<file path="config.mk">
export PLATFORM = sky130hd
export DESIGN_NAME = clkcfg_i2c_slave
export DESIGN_NICKNAME = d
export VERILOG_FILES = /design/src/rtl/clkcfg_i2c_pkg.sv /design/src/rtl/clkcfg_line_filter.sv /design/src/rtl/clkcfg_reg_bank.sv /design/src/rtl/clkcfg_bus_fsm.sv /design/src/rtl/clkcfg_i2c_slave.sv
export SDC_FILE = /design/constraint.sdc
export NUM_CORES = 1
export LEC_CHECK = 0
export BUFFER_PORTS_ARGS = -buffer_cell sky130_fd_sc_hd__buf_2
export CELL_PAD_IN_SITES_DETAIL_PLACEMENT = 0
export CELL_PAD_IN_SITES_GLOBAL_PLACEMENT = 1
export CORE_MARGIN = 5
export CORE_UTILIZATION = 45
export CTS_BUF_LIST = sky130_fd_sc_hd__clkbuf_4 sky130_fd_sc_hd__clkbuf_8 sky130_fd_sc_hd__clkbuf_16
export CTS_CLUSTER_DIAMETER = 200
export DETAILED_ROUTE_END_ITERATION = 6
export PLACE_DENSITY = 0.8
export SETUP_SLACK_MARGIN = 0.05
export SLEW_MARGIN = 25
export SYNTH_ARGS = -nofsm -noshare
export SYNTH_HDL_FRONTEND = slang
export SYNTH_SLANG_ARGS = --single-unit
</file>
<file path="constraint.sdc">
create_clock -name clk -period 3.3 [get_ports clk]
set_input_delay 0.165 -clock clk [delete_from_list [all_inputs] [get_ports clk]]
set_output_delay 0.165 -clock clk [all_outputs]
set_load 0.01 [all_outputs]
</file>
<file path="src/rtl/clkcfg_i2c_pkg.sv">
package clkcfg_i2c_pkg;

  typedef enum logic [2:0] {
    ST_IDLE,
    ST_RX,
    ST_ACK,
    ST_TX,
    ST_TXACK,
    ST_WAIT
  } bus_state_t;

  localparam logic [7:0] FILL_DEFAULT = 8'hFF;
  localparam logic [7:0] LAST_DEFAULT = 8'h06;

  function automatic logic [7:0] reg_default(input int idx, input int nregs);
    return (idx == nregs - 1) ? LAST_DEFAULT : FILL_DEFAULT;
  endfunction

endpackage

</file>
<file path="src/rtl/clkcfg_line_filter.sv">
module clkcfg_line_filter #(
  parameter int FILT_LEN = 4
) (
  input  logic clk,
  input  logic rst_n,
  input  logic line_i,
  output logic line_o
);
  localparam int CW = $clog2(FILT_LEN + 1);
  localparam logic [CW-1:0] CNT_LAST = CW'(FILT_LEN - 1);

  logic          meta_q, sync_q;
  logic          filt_q, filt_d;
  logic [CW-1:0] cnt_q, cnt_d;

  always_comb begin
    filt_d = filt_q;
    cnt_d  = '0;
    if (sync_q != filt_q) begin
      if (cnt_q == CNT_LAST) begin
        filt_d = sync_q;
      end else begin
        cnt_d = cnt_q + 1'b1;
      end
    end
  end

  always_ff @(posedge clk or negedge rst_n) begin
    if (!rst_n) begin
      meta_q <= 1'b1;
      sync_q <= 1'b1;
      filt_q <= 1'b1;
      cnt_q  <= '0;
    end else begin
      meta_q <= line_i;
      sync_q <= meta_q;
      filt_q <= filt_d;
      cnt_q  <= cnt_d;
    end
  end

  assign line_o = filt_q;
endmodule

</file>
<file path="src/rtl/clkcfg_reg_bank.sv">
module clkcfg_reg_bank
  import clkcfg_i2c_pkg::*;
#(
  parameter int NUM_REGS = 6,
  parameter int TIDXW    = $clog2(NUM_REGS + 1)
) (
  input  logic                  clk,
  input  logic                  rst_n,
  input  logic                  wr_en,
  input  logic [TIDXW-1:0]      wr_idx,
  input  logic [7:0]            wr_data,
  input  logic [TIDXW-1:0]      rd_idx,
  output logic [7:0]            rd_data,
  output logic [NUM_REGS*8-1:0] regs_o
);
  logic [7:0] regs_q [NUM_REGS];

  for (genvar i = 0; i < NUM_REGS; i++) begin : g_reg
    localparam logic [7:0] DEF = reg_default(i, NUM_REGS);
    logic sel;
    assign sel = wr_en && (wr_idx == TIDXW'(i));
    always_ff @(posedge clk or negedge rst_n) begin
      if (!rst_n) begin
        regs_q[i] <= DEF;
      end else if (sel) begin
        regs_q[i] <= wr_data;
      end
    end
    assign regs_o[i*8 +: 8] = regs_q[i];
  end

  always_comb begin
    rd_data = 8'hFF;
    for (int i = 0; i < NUM_REGS; i++) begin
      if (rd_idx == TIDXW'(i)) rd_data = regs_q[i];
    end
  end
endmodule

</file>
<file path="src/rtl/clkcfg_bus_fsm.sv">
module clkcfg_bus_fsm
  import clkcfg_i2c_pkg::*;
#(
  parameter int         NUM_REGS = 6,
  parameter logic [6:0] DEV_ADDR = 7'h69,
  parameter int         TIDXW    = $clog2(NUM_REGS + 1)
) (
  input  logic             clk,
  input  logic             rst_n,
  input  logic             scl_rise,
  input  logic             scl_fall,
  input  logic             start_det,
  input  logic             stop_det,
  input  logic             sda_f,
  input  logic [7:0]       rd_data,
  output logic [TIDXW-1:0] rd_idx,
  output logic             wr_en,
  output logic [TIDXW-1:0] wr_idx,
  output logic [7:0]       wr_data,
  output logic             sda_drive_n
);
  localparam int              BIW       = $clog2(NUM_REGS + 3);
  localparam logic [BIW-1:0]  BI_FIRST  = BIW'(2);
  localparam logic [BIW-1:0]  BI_MAX    = BIW'(NUM_REGS + 2);
  localparam logic [TIDXW-1:0] TX_MAX   = TIDXW'(NUM_REGS);
  localparam logic [7:0]      BYTE_CNT  = 8'(NUM_REGS);

  bus_state_t       state_q, state_d;
  logic [3:0]       bit_q, bit_d;
  logic [7:0]       sh_q, sh_d;
  logic [BIW-1:0]   bidx_q, bidx_d;
  logic [TIDXW-1:0] tidx_q, tidx_d;
  logic             addr_ph_q, addr_ph_d;
  logic             rw_q, rw_d;
  logic             mack_q, mack_d;
  logic             drv_n_q, drv_n_d;
  logic             wen_q, wen_d;
  logic [TIDXW-1:0] widx_q, widx_d;
  logic [7:0]       wdat_q, wdat_d;
  logic [7:0]       load_byte;

  assign load_byte = (tidx_q < TX_MAX) ? rd_data : 8'hFF;

  always_comb begin
    state_d   = state_q;
    bit_d     = bit_q;
    sh_d      = sh_q;
    bidx_d    = bidx_q;
    tidx_d    = tidx_q;
    addr_ph_d = addr_ph_q;
    rw_d      = rw_q;
    mack_d    = mack_q;
    drv_n_d   = drv_n_q;
    wen_d     = 1'b0;
    widx_d    = widx_q;
    wdat_d    = wdat_q;
    if (start_det) begin
      state_d   = ST_RX;
      bit_d     = '0;
      addr_ph_d = 1'b1;
      drv_n_d   = 1'b1;
    end else if (stop_det) begin
      state_d = ST_IDLE;
      drv_n_d = 1'b1;
    end else begin
      case (state_q)
        ST_RX: begin
          if (scl_rise && bit_q < 4'd8) begin
            sh_d  = {sh_q[6:0], sda_f};
            bit_d = bit_q + 4'd1;
          end else if (scl_fall && bit_q == 4'd8) begin
            if (addr_ph_q) begin
              if (sh_q[7:1] == DEV_ADDR) begin
                state_d   = ST_ACK;
                drv_n_d   = 1'b0;
                rw_d      = sh_q[0];
                addr_ph_d = 1'b0;
                bidx_d    = '0;
                tidx_d    = '0;
              end else begin
                state_d = ST_WAIT;
              end
            end else begin
              state_d = ST_ACK;
              drv_n_d = 1'b0;
              if (bidx_q >= BI_FIRST && bidx_q < BI_MAX) begin
                wen_d  = 1'b1;
                widx_d = TIDXW'(bidx_q - BI_FIRST);
                wdat_d = sh_q;
              end
              if (bidx_q != BI_MAX) bidx_d = bidx_q + 1'b1;
            end
          end
        end
        ST_ACK: begin
          if (scl_fall) begin
            bit_d = '0;
            if (rw_q) begin
              state_d = ST_TX;
              sh_d    = BYTE_CNT;
              drv_n_d = BYTE_CNT[7];
            end else begin
              state_d = ST_RX;
              drv_n_d = 1'b1;
            end
          end
        end
        ST_TX: begin
          if (scl_fall) begin
            if (bit_q == 4'd7) begin
              state_d = ST_TXACK;
              drv_n_d = 1'b1;
            end else begin
              sh_d    = {sh_q[6:0], 1'b1};
              drv_n_d = sh_q[6];
              bit_d   = bit_q + 4'd1;
            end
          end
        end
        ST_TXACK: begin
          if (scl_rise) begin
            mack_d = ~sda_f;
          end else if (scl_fall) begin
            if (mack_q) begin
              state_d = ST_TX;
              bit_d   = '0;
              sh_d    = load_byte;
              drv_n_d = load_byte[7];
              if (tidx_q != TX_MAX) tidx_d = tidx_q + 1'b1;
            end else begin
              state_d = ST_WAIT;
              drv_n_d = 1'b1;
            end
          end
        end
        default: begin
          drv_n_d = 1'b1;
        end
      endcase
    end
  end

  always_ff @(posedge clk or negedge rst_n) begin
    if (!rst_n) begin
      state_q   <= ST_IDLE;
      bit_q     <= '0;
      sh_q      <= '0;
      bidx_q    <= '0;
      tidx_q    <= '0;
      addr_ph_q <= 1'b0;
      rw_q      <= 1'b0;
      mack_q    <= 1'b0;
      drv_n_q   <= 1'b1;
      wen_q     <= 1'b0;
      widx_q    <= '0;
      wdat_q    <= '0;
    end else begin
      state_q   <= state_d;
      bit_q     <= bit_d;
      sh_q      <= sh_d;
      bidx_q    <= bidx_d;
      tidx_q    <= tidx_d;
      addr_ph_q <= addr_ph_d;
      rw_q      <= rw_d;
      mack_q    <= mack_d;
      drv_n_q   <= drv_n_d;
      wen_q     <= wen_d;
      widx_q    <= widx_d;
      wdat_q    <= wdat_d;
    end
  end

  assign rd_idx      = tidx_q;
  assign wr_en       = wen_q;
  assign wr_idx      = widx_q;
  assign wr_data     = wdat_q;
  assign sda_drive_n = drv_n_q;
endmodule

</file>
<file path="src/rtl/clkcfg_i2c_slave.sv">
module clkcfg_i2c_slave #(
  parameter int         NUM_REGS = 6,
  parameter logic [6:0] DEV_ADDR = 7'h69,
  parameter int         FILT_LEN = 4
) (
  input  logic                  clk,
  input  logic                  rst_n,
  input  logic                  scl_i,
  input  logic                  sda_i,
  output logic                  sda_drive_n,
  output logic [NUM_REGS*8-1:0] cfg_regs
);
  localparam int TIDXW = $clog2(NUM_REGS + 1);

  logic rst_meta_n, rst_q_n;
  always_ff @(posedge clk or negedge rst_n) begin
    if (!rst_n) begin
      rst_meta_n <= 1'b0;
      rst_q_n    <= 1'b0;
    end else begin
      rst_meta_n <= 1'b1;
      rst_q_n    <= rst_meta_n;
    end
  end

  logic [1:0] raw_lines, filt_lines;
  assign raw_lines = {scl_i, sda_i};

  for (genvar g = 0; g < 2; g++) begin : g_line
    clkcfg_line_filter #(.FILT_LEN(FILT_LEN)) u_filt (
      .clk    (clk),
      .rst_n  (rst_q_n),
      .line_i (raw_lines[g]),
      .line_o (filt_lines[g])
    );
  end

  logic scl_filt, sda_filt, scl_prev, sda_prev;
  assign scl_filt = filt_lines[1];
  assign sda_filt = filt_lines[0];

  always_ff @(posedge clk or negedge rst_q_n) begin
    if (!rst_q_n) begin
      scl_prev <= 1'b1;
      sda_prev <= 1'b1;
    end else begin
      scl_prev <= scl_filt;
      sda_prev <= sda_filt;
    end
  end

  logic scl_rise, scl_fall, start_det, stop_det;
  assign scl_rise  = scl_filt & ~scl_prev;
  assign scl_fall  = ~scl_filt & scl_prev;
  assign start_det = scl_filt & scl_prev & sda_prev & ~sda_filt;
  assign stop_det  = scl_filt & scl_prev & ~sda_prev & sda_filt;

  logic             wr_en;
  logic [TIDXW-1:0] wr_idx, rd_idx;
  logic [7:0]       wr_data, rd_data;

  clkcfg_bus_fsm #(
    .NUM_REGS (NUM_REGS),
    .DEV_ADDR (DEV_ADDR),
    .TIDXW    (TIDXW)
  ) u_fsm (
    .clk         (clk),
    .rst_n       (rst_q_n),
    .scl_rise    (scl_rise),
    .scl_fall    (scl_fall),
    .start_det   (start_det),
    .stop_det    (stop_det),
    .sda_f       (sda_filt),
    .rd_data     (rd_data),
    .rd_idx      (rd_idx),
    .wr_en       (wr_en),
    .wr_idx      (wr_idx),
    .wr_data     (wr_data),
    .sda_drive_n (sda_drive_n)
  );

  clkcfg_reg_bank #(
    .NUM_REGS (NUM_REGS),
    .TIDXW    (TIDXW)
  ) u_bank (
    .clk     (clk),
    .rst_n   (rst_q_n),
    .wr_en   (wr_en),
    .wr_idx  (wr_idx),
    .wr_data (wr_data),
    .rd_idx  (rd_idx),
    .rd_data (rd_data),
    .regs_o  (cfg_regs)
  );
endmodule

</file>
==> summary.txt, run 1 <==
Run status
  • Status: finished clean

Place
  • Final HPWL DP: 9591 µm
  • Cells after DPL: 686
  • Final Wtd Congestion: approximately 0.93
  • # port buffers: 52

Power and ir drop
  • VDD IR-drop max: 0.4271 mV
  • Pleak: between 2 and 3 nW
  • Pwr Density: about 700 nW/µm²

Layout
  • Commonest cells after routing, fill and taps aside: nand2_1 (58), buf_2 (52), dfstp_2 (51), mux2_2 (50), dfrtp_1 (50)
  • Multi-input gate area: ~2500 µm²
  • Layout cells sized above 1: 33.63%
  • # nets final: 574
  • N_diodes: 0
  • Area grow syn2layout: 12.68%
  • Most common cell after layout, fill and taps aside: nand2_1
  • Fill count: 1039
  • Register area: ~2600 µm²
  • Finished Layout Cells: ~700

Die
  • Core Region: approximately 12000 µm²
  • Die area: roughly 14000 µm²
  • Num rows: 39
  • Initial Utilization: 46.41%
  • Chip Height: 119.2 µm
  • Top Ports: 53
  • Die Width: between 100 and 150 µm

STA
  • Unrepaired setup endpoints after global routing: no
  • Worst-Margin Slew: ~0.92 ns
  • Final Hold Vio Count: 0
  • Clock skew: 0.008305 ns
  • TNS Setup: 0 ns
  • Rel. slew slack: 38.25%
  • Tmin final: 2.661 ns
  • Final setup violation count: 0
  • Fin crit share: 80.62%
  • Fmax: 375.9 MHz
  • Fin. max-slew vios: 0

Setup path
  • Register-to-register setup slack: 0.64 ns
  • Critical Path AT: 2.86 ns
  • CP Launch Type: register
  • CP max FO: 16
  • R2r startpoint: u_fsm.rd_idx[2]$_DFFE_PN0P_
  • Setup CP Type: reg -> reg
  • Critical Path End Type: register
  • Reg2Reg Depth: 7
  • FF-to-FF End: u_fsm.sh_q[7]$_DFFE_PN0P_
  • CP Data Required Time: 3.50 ns

Clocking
  • CTS max path bufs: 2
  • Cts hold-fix bufs: 3
  • CTS tree: yes
  • Post-CTS resize count: 0
  • H-Tree Depth: 3
  • Postcts setup bufs: 0
  • Num CTS Buffers: 9
  • Clock root buffer: clkbuf_16
  • Worst skew pair latency: 0.35 ns
  • CTS clock-pin slew for the worst setup and hold paths: 0.07 ns
  • TritonCTS Sinks: 102

Synthesis
  • Syn Inst Count: 514
  • Synthesized net count: 531
  • Cell variety after synth: 64
  • Syn avg cell area: 10.44 µm²
  • Synth warn: 0
  • Number of flops mapped to enable cells by yosys: 0
  • Synthesized area: 5368 µm²
  • Synth Register Bits: between 100 and 150
  • Ys async rst share: 100.0%
  • Ys flop type: dfstp_2
  • Register area share after synthesis: 48.74%

Global route
  • Tot GR Track Use: 18.74%
  • Vias in the first global route: around 4.0k
  • First-pass GRT wire length: 21530 µm
  • Initial antenna violation count: 0
  • Largest net degree at the start of global routing: 41
  • GRT overflow: 0

Drt
  • WL per Instance: 18.53 µm
  • 1st-iter DRT viols: approximately 290
  • WL final: 13060 µm
  • Routed Antenna Nets: 0
  • Via count: 4059
  • 1st-pass router iterations: 5
  • DR vias/cell: 5.757
  • Drt drc: 0

Hold path
  • Hold WC Path Type: in -> async

Flow run
  • Maxcap violations: 0
synthesized netlist by cell type (all sizes together) (9+ instances only):
cell type | instances | area [µm²]
nor3b | 16 | 130.1
mux2 | 53 | 596.8
buf | 11 | 65.06
clkbuf | 17 | 63.81
o21ai | 29 | 145.1
dfrtp | 51 | 1276
nand2 | 60 | 230.2
dfstp | 51 | 1340
inv | 21 | 78.83
a21oi | 36 | 180.2
nor2b | 18 | 112.6
ha | 13 | 162.7
nor3 | 9 | 61.31
nor2 | 20 | 75.07
nand2b | 10 | 62.56
flip-flops by register name, indices dropped and copies added, names as in the netlist:
name and flops:
u_bank.regs_o 48, u_fsm.sh_q 8, u_fsm.wr_data 8, g_line.u_filt.cnt_q 6, u_fsm.bidx_q 4, u_fsm.bit_q 4
u_fsm.rd_idx 3, u_fsm.state_q 3, u_fsm.wr_idx 3, g_line.u_filt.line_o 2, g_line.u_filt.meta_q 2, g_line.u_filt.sync_q 2
rst_meta_n 1, rst_q_n 1, scl_prev 1, sda_prev 1, u_fsm.addr_ph_q 1, u_fsm.mack_q 1
u_fsm.rw_q 1, u_fsm.sda_drive_n 1, u_fsm.wr_en 1
per-stage QoR:
| step | worst slack, ns | cell area (µm²) | power (mW) | utilization (%) | hold WS (ns) |
|---|---|---|---|---|---|
| after global routing | 0.4267 | 6048 | 4.522 | 52.30 | 0.1064 |
| after detailed placement | 0.6977 | 5719 | 3.176 | 49.45 | -0.04400 |
| after CTS | 0.6705 | 6048 | 4.258 | 52.30 | 0.1086 |
| final | 0.6395 | 6048 | 4.245 | 52.30 | 0.1129 |
| after floorplan | 0.3374 | 5368 | 2.850 | - | -0.1306 |
| after global placement | 0.8090 | 5719 | 3.145 | 49.45 | -0.04950 |
cell families after synthesis:
family,synth area share (%)
other,0.06986
xor gates and xnor gates,0.4896
buffers and inverters,3.869
adders and majority gates,3.030
muxes,11.12
DFF,48.74
AOI/OAI and AO/OA,16.20
and+or+nand+nor,16.48
worst max-delay path by stage:
stage	startpoint	to	slack, ns	cells past startpoint
final	u_fsm.rd_idx[2]$_DFFE_PN0P_	u_fsm.sh_q[7]$_DFFE_PN0P_	0.64	7
after global routing	u_fsm.rd_idx[2]$_DFFE_PN0P_	u_fsm.sh_q[7]$_DFFE_PN0P_	0.43	7
after CTS	u_fsm.rd_idx[2]$_DFFE_PN0P_	u_fsm.sh_q[7]$_DFFE_PN0P_	0.67	7
after detailed placement	u_fsm.rd_idx[2]$_DFFE_PN0P_	u_fsm.sh_q[7]$_DFFE_PN0P_	0.70	7
after global placement	u_fsm.rd_idx[1]$_DFFE_PN0P_	u_fsm.sh_q[4]$_DFFE_PN0P_	0.81	7
after floorplan	rst_q_n$_DFF_PN0_	g_line[0].u_filt.cnt_q[0]$_DFF_PN0_	0.34	0
layout make-up:
cell class	instances	area share (%)
clock buffers	11	4.179
clock inverters	5	0.7654
inverters	21	1.303
multi-input cells	363	42.06
flip-flops and latches	102	43.32
well taps	143	2.958
repair buffers	60	5.420
worst max-delay path, cell delays in order, from the launching register on:
cell and delay, ns:
dfrtp_1 0.56, inv_1 0.37, ha_1 0.47, nand2b_1 0.29, a2bb2oi_1 0.20, o22a_1 0.18
o21ai_0 0.29, a41oi_1 0.15
power by group:
group | switching [mW] | total, mW | internal, mW
Sequential | 0.302 | 1.74 | 1.44
Combinational | 0.764 | 1.44 | 0.671
Clock | 0.499 | 1.07 | 0.570
Total | 1.57 | 4.25 | 2.68
layer usage:
layer,global-route usage [%],vias to the layer above,share of wire [%]
met3,3.365,13,3.7
met2,28.89,99,46
met5,0,-,0
met1,27.33,2019,49
li1,-,1928,-
met4,4.924,0,1.0
Power figures use the tool's default switching activity.
==> run 2: changes to the inputs <==
- ABC_AREA: not set -> 1
- CORE_UTILIZATION: 45 -> 44
- PLACE_DENSITY: 0.8 -> 0.83
- clock period: 3.3 -> 2.8 ns (I/O delays scaled with it)
==> summary.txt, run 2 <==
Run status
  • Status: finished clean

Die
  • Core Region: around 12000 µm²
  • Die area: 14320 µm²
  • Chip Height: roughly 120 µm
  • Initial Utilization: 44.43%
  • Num rows: 40
  • Top Ports: 53
  • Die Width: 119.7 µm

Layout
  • Area grow syn2layout: 14.02%
  • Final core occ: about half
  • N_diodes: 0
  • Number of flip-flops in the largest register: 48
  • # nets final: between 700 and 800
  • Commonest cells after routing, fill and taps aside: nand2_1 (212), inv_1 (89), o21ai_0 (70), nor2_1 (58), buf_2 (52)
  • Finished Cell Area: 6035 µm²
  • Most common cell after layout, fill and taps aside: nand2_1
  • Layout cells sized above 1: 22.13%
  • Fill count: between 1k and 1.5k

Synthesis
  • Cell variety after synth: 35
  • Synthesized net count: 691
  • Synth Register Bits: 102
  • Synthesized area: 5293 µm²
  • Area fraction of the dominant cell type after synthesis: 25.32%
  • Ys flop type: dfstp_2
  • Top post-synthesis cells by area: dfstp_2 (25%), dfrtp_1 (24%), nand2_1 (15%)
  • Number of flops mapped to enable cells by yosys: 0
  • Register area share after synthesis: 49.43%
  • Syn Inst Count: 674
  • Syn avg cell area: 7.852 µm²
  • Commonest cells post-synth: nand2_1 (212), inv_1 (89), o21ai_0 (70)
  • Count leader, synth: nand2_1
  • Synth warn: 0
  • Leading area contributor after synthesis: dfstp_2
  • Ys async rst share: between 90% and 100%

Global route
  • First-pass GRT wire length: 22510 µm
  • Initial antenna violation count: 0
  • Largest net degree at the start of global routing: 101
  • Tot GR Track Use: between 10% and 20%
  • Vias in the first global route: 4307
  • GRT overflow: 0

STA
  • Rel. slew slack: 54.09%
  • Final setup violation count: 0
  • Final Hold Vio Count: 0
  • TNS Setup: 0 ns
  • Tmin final: 1.991 ns
  • Clock skew: 0.007697 ns
  • Fin. max-slew vios: 0
  • Unrepaired setup endpoints after global routing: no
  • Worst-Margin Slew: roughly 0.7 ns
  • Fmax: 502.2 MHz
  • Fin crit share: 71.12%

Clocking
  • Num CTS Buffers: 9
  • CTS clock-pin slew for the worst setup and hold paths: 0.07 ns
  • Worst skew pair latency: 0.35 ns
  • H-Tree Depth: 3
  • TritonCTS Sinks: 102
  • CTS max path bufs: 2
  • Post-CTS resize count: 0
  • Postcts setup bufs: 0
  • CTS tree: yes
  • Clock root buffer: clkbuf_16

Setup path
  • CP Launch Type: register
  • Critical Path AT: 2.24 ns
  • R2r startpoint: scl_prev$_DFF_PN1_
  • Register-to-register setup slack: 0.81 ns
  • Reg2Reg Depth: 6
  • FF-to-FF End: u_fsm.wr_data[0]$_DFFE_PN0P_
  • CP Data Required Time: roughly 3 ns
  • Buf/Inv on CP: 2
  • Delay-heaviest family, CP: simple AND/OR/NAND/NOR gates
  • Critical-path cell list: inv_1 -> nor2_2 -> inv_1 -> nor2_2 -> nand3_1 -> o21ai_0
  • CP max FO: 21
  • Critical Path End Type: register
  • CP max-delay cell: dfstp_2
  • Setup CP Type: reg -> reg
  • CP peak stage delay: 0.53 ns

Drt
  • WL per Instance: 15.40 µm
  • DR vias/cell: 4.965
  • 1st-iter DRT viols: 279
  • Routed Antenna Nets: 0
  • WL final: roughly 14000 µm
  • Drt drc: 0
  • 1st-pass router iterations: 5
  • Via count: roughly 4.4k

Place
  • Final HPWL DP: 10070 µm
  • Area after DPL: 5700 µm²
  • Final Wtd Congestion: around 0.85
  • # port buffers: 52

Power and ir drop
  • Pleak: 2.921 nW
  • VDD IR-drop max: ~0.62 mV
  • Pwr Density: 862.5 nW/µm²

Flow run
  • Maxcap violations: 0

Hold path
  • Hold WC Path Type: in -> async
[run 2: stage by stage]
stage,instances,total power [mW],hold slack (ns),setup WS [ns]
global route,879,5.606,0.08866,0.5512
global placement,860,3.943,-0.07570,0.8637
CTS,879,5.268,0.07517,0.8027
floorplan,674,3.457,-0.1556,1.136
finish,879,5.205,0.09392,0.8086
detailed placement,860,3.965,-0.07331,0.8088
[run 2: cell families after synthesis]
logic type                 count (synthesis)  synth area share, %
other                                      1              0.07085
buffers and inverters                    112                8.298
xor gates and xnor gates                   3               0.4965
DFF                                      102                49.43
adders and majority gates                 13                3.073
and+or+nand+nor                          335                27.47
AOI/OAI and AO/OA                        107                10.95
muxes                                      1               0.2128
[run 2: layout make-up]
class / instances / area, µm² / share of cell area (%)
flip-flops and latches: 102 / 2620 / 43.42
clock buffers: 9 / 225.2 / 3.732
well taps: 147 / 183.9 / 3.048
repair buffers: 57 / 317.8 / 5.266
clock inverters: 7 / 78.83 / 1.306
multi-input cells: 460 / 2237 / 37.07
inverters: 97 / 371.6 / 6.158
[run 2: worst max-delay path by stage]
stage / depth (start not counted) / to / slack [ns] / start
floorplan: 0 / g_line[0].u_filt.cnt_q[0]$_DFF_PN0_ / 1.14 / rst_q_n$_DFF_PN0_
global placement: 7 / u_fsm.wr_data[7]$_DFFE_PN0P_ / 0.86 / u_fsm.bidx_q[0]$_DFFE_PN0P_
detailed placement: 12 / u_fsm.sh_q[7]$_DFFE_PN0P_ / 0.81 / u_fsm.rd_idx[1]$_DFFE_PN0P_
CTS: 12 / u_fsm.sh_q[7]$_DFFE_PN0P_ / 0.80 / u_fsm.rd_idx[1]$_DFFE_PN0P_
global route: 8 / u_fsm.wr_data[7]$_DFFE_PN0P_ / 0.55 / scl_prev$_DFF_PN1_
finish: 6 / u_fsm.wr_data[0]$_DFFE_PN0P_ / 0.81 / scl_prev$_DFF_PN1_
[run 2: where the power goes]
group | switching (mW) | total [mW] | internal (mW)
Clock | 0.574 | 1.28 | 0.704
Combinational | 1.35 | 2.03 | 0.684
Sequential | 0.198 | 1.90 | 1.70
[run 2: repair_timing]
action	4_1_cts	5_1_grt
hold buffers	3	0
endpoints found under the setup margin	0	0
endpoints found under the hold margin	4	0
[run 2: worst reg2reg max path, delay by kind of cell (launching register included)]
| family | cells | cell delay (ns) |
|---|---|---|
| AOI/OAI and AO/OA | 1 | 0.38 |
| and+or+nand+nor | 3 | 0.82 |
| buffers and inverters | 2 | 0.17 |
| DFF | 1 | 0.53 |
[run 2: metal layers]
metal	routed length [µm]	GRT usage, %	up-vias	share of wire (%)
met2	6329	32.27	97	47
met5	0	0	-	0
li1	-	-	2211	-
met1	6241	26.52	2037	46
met3	668	5.042	19	4.9
met4	295	6.228	0	2.2
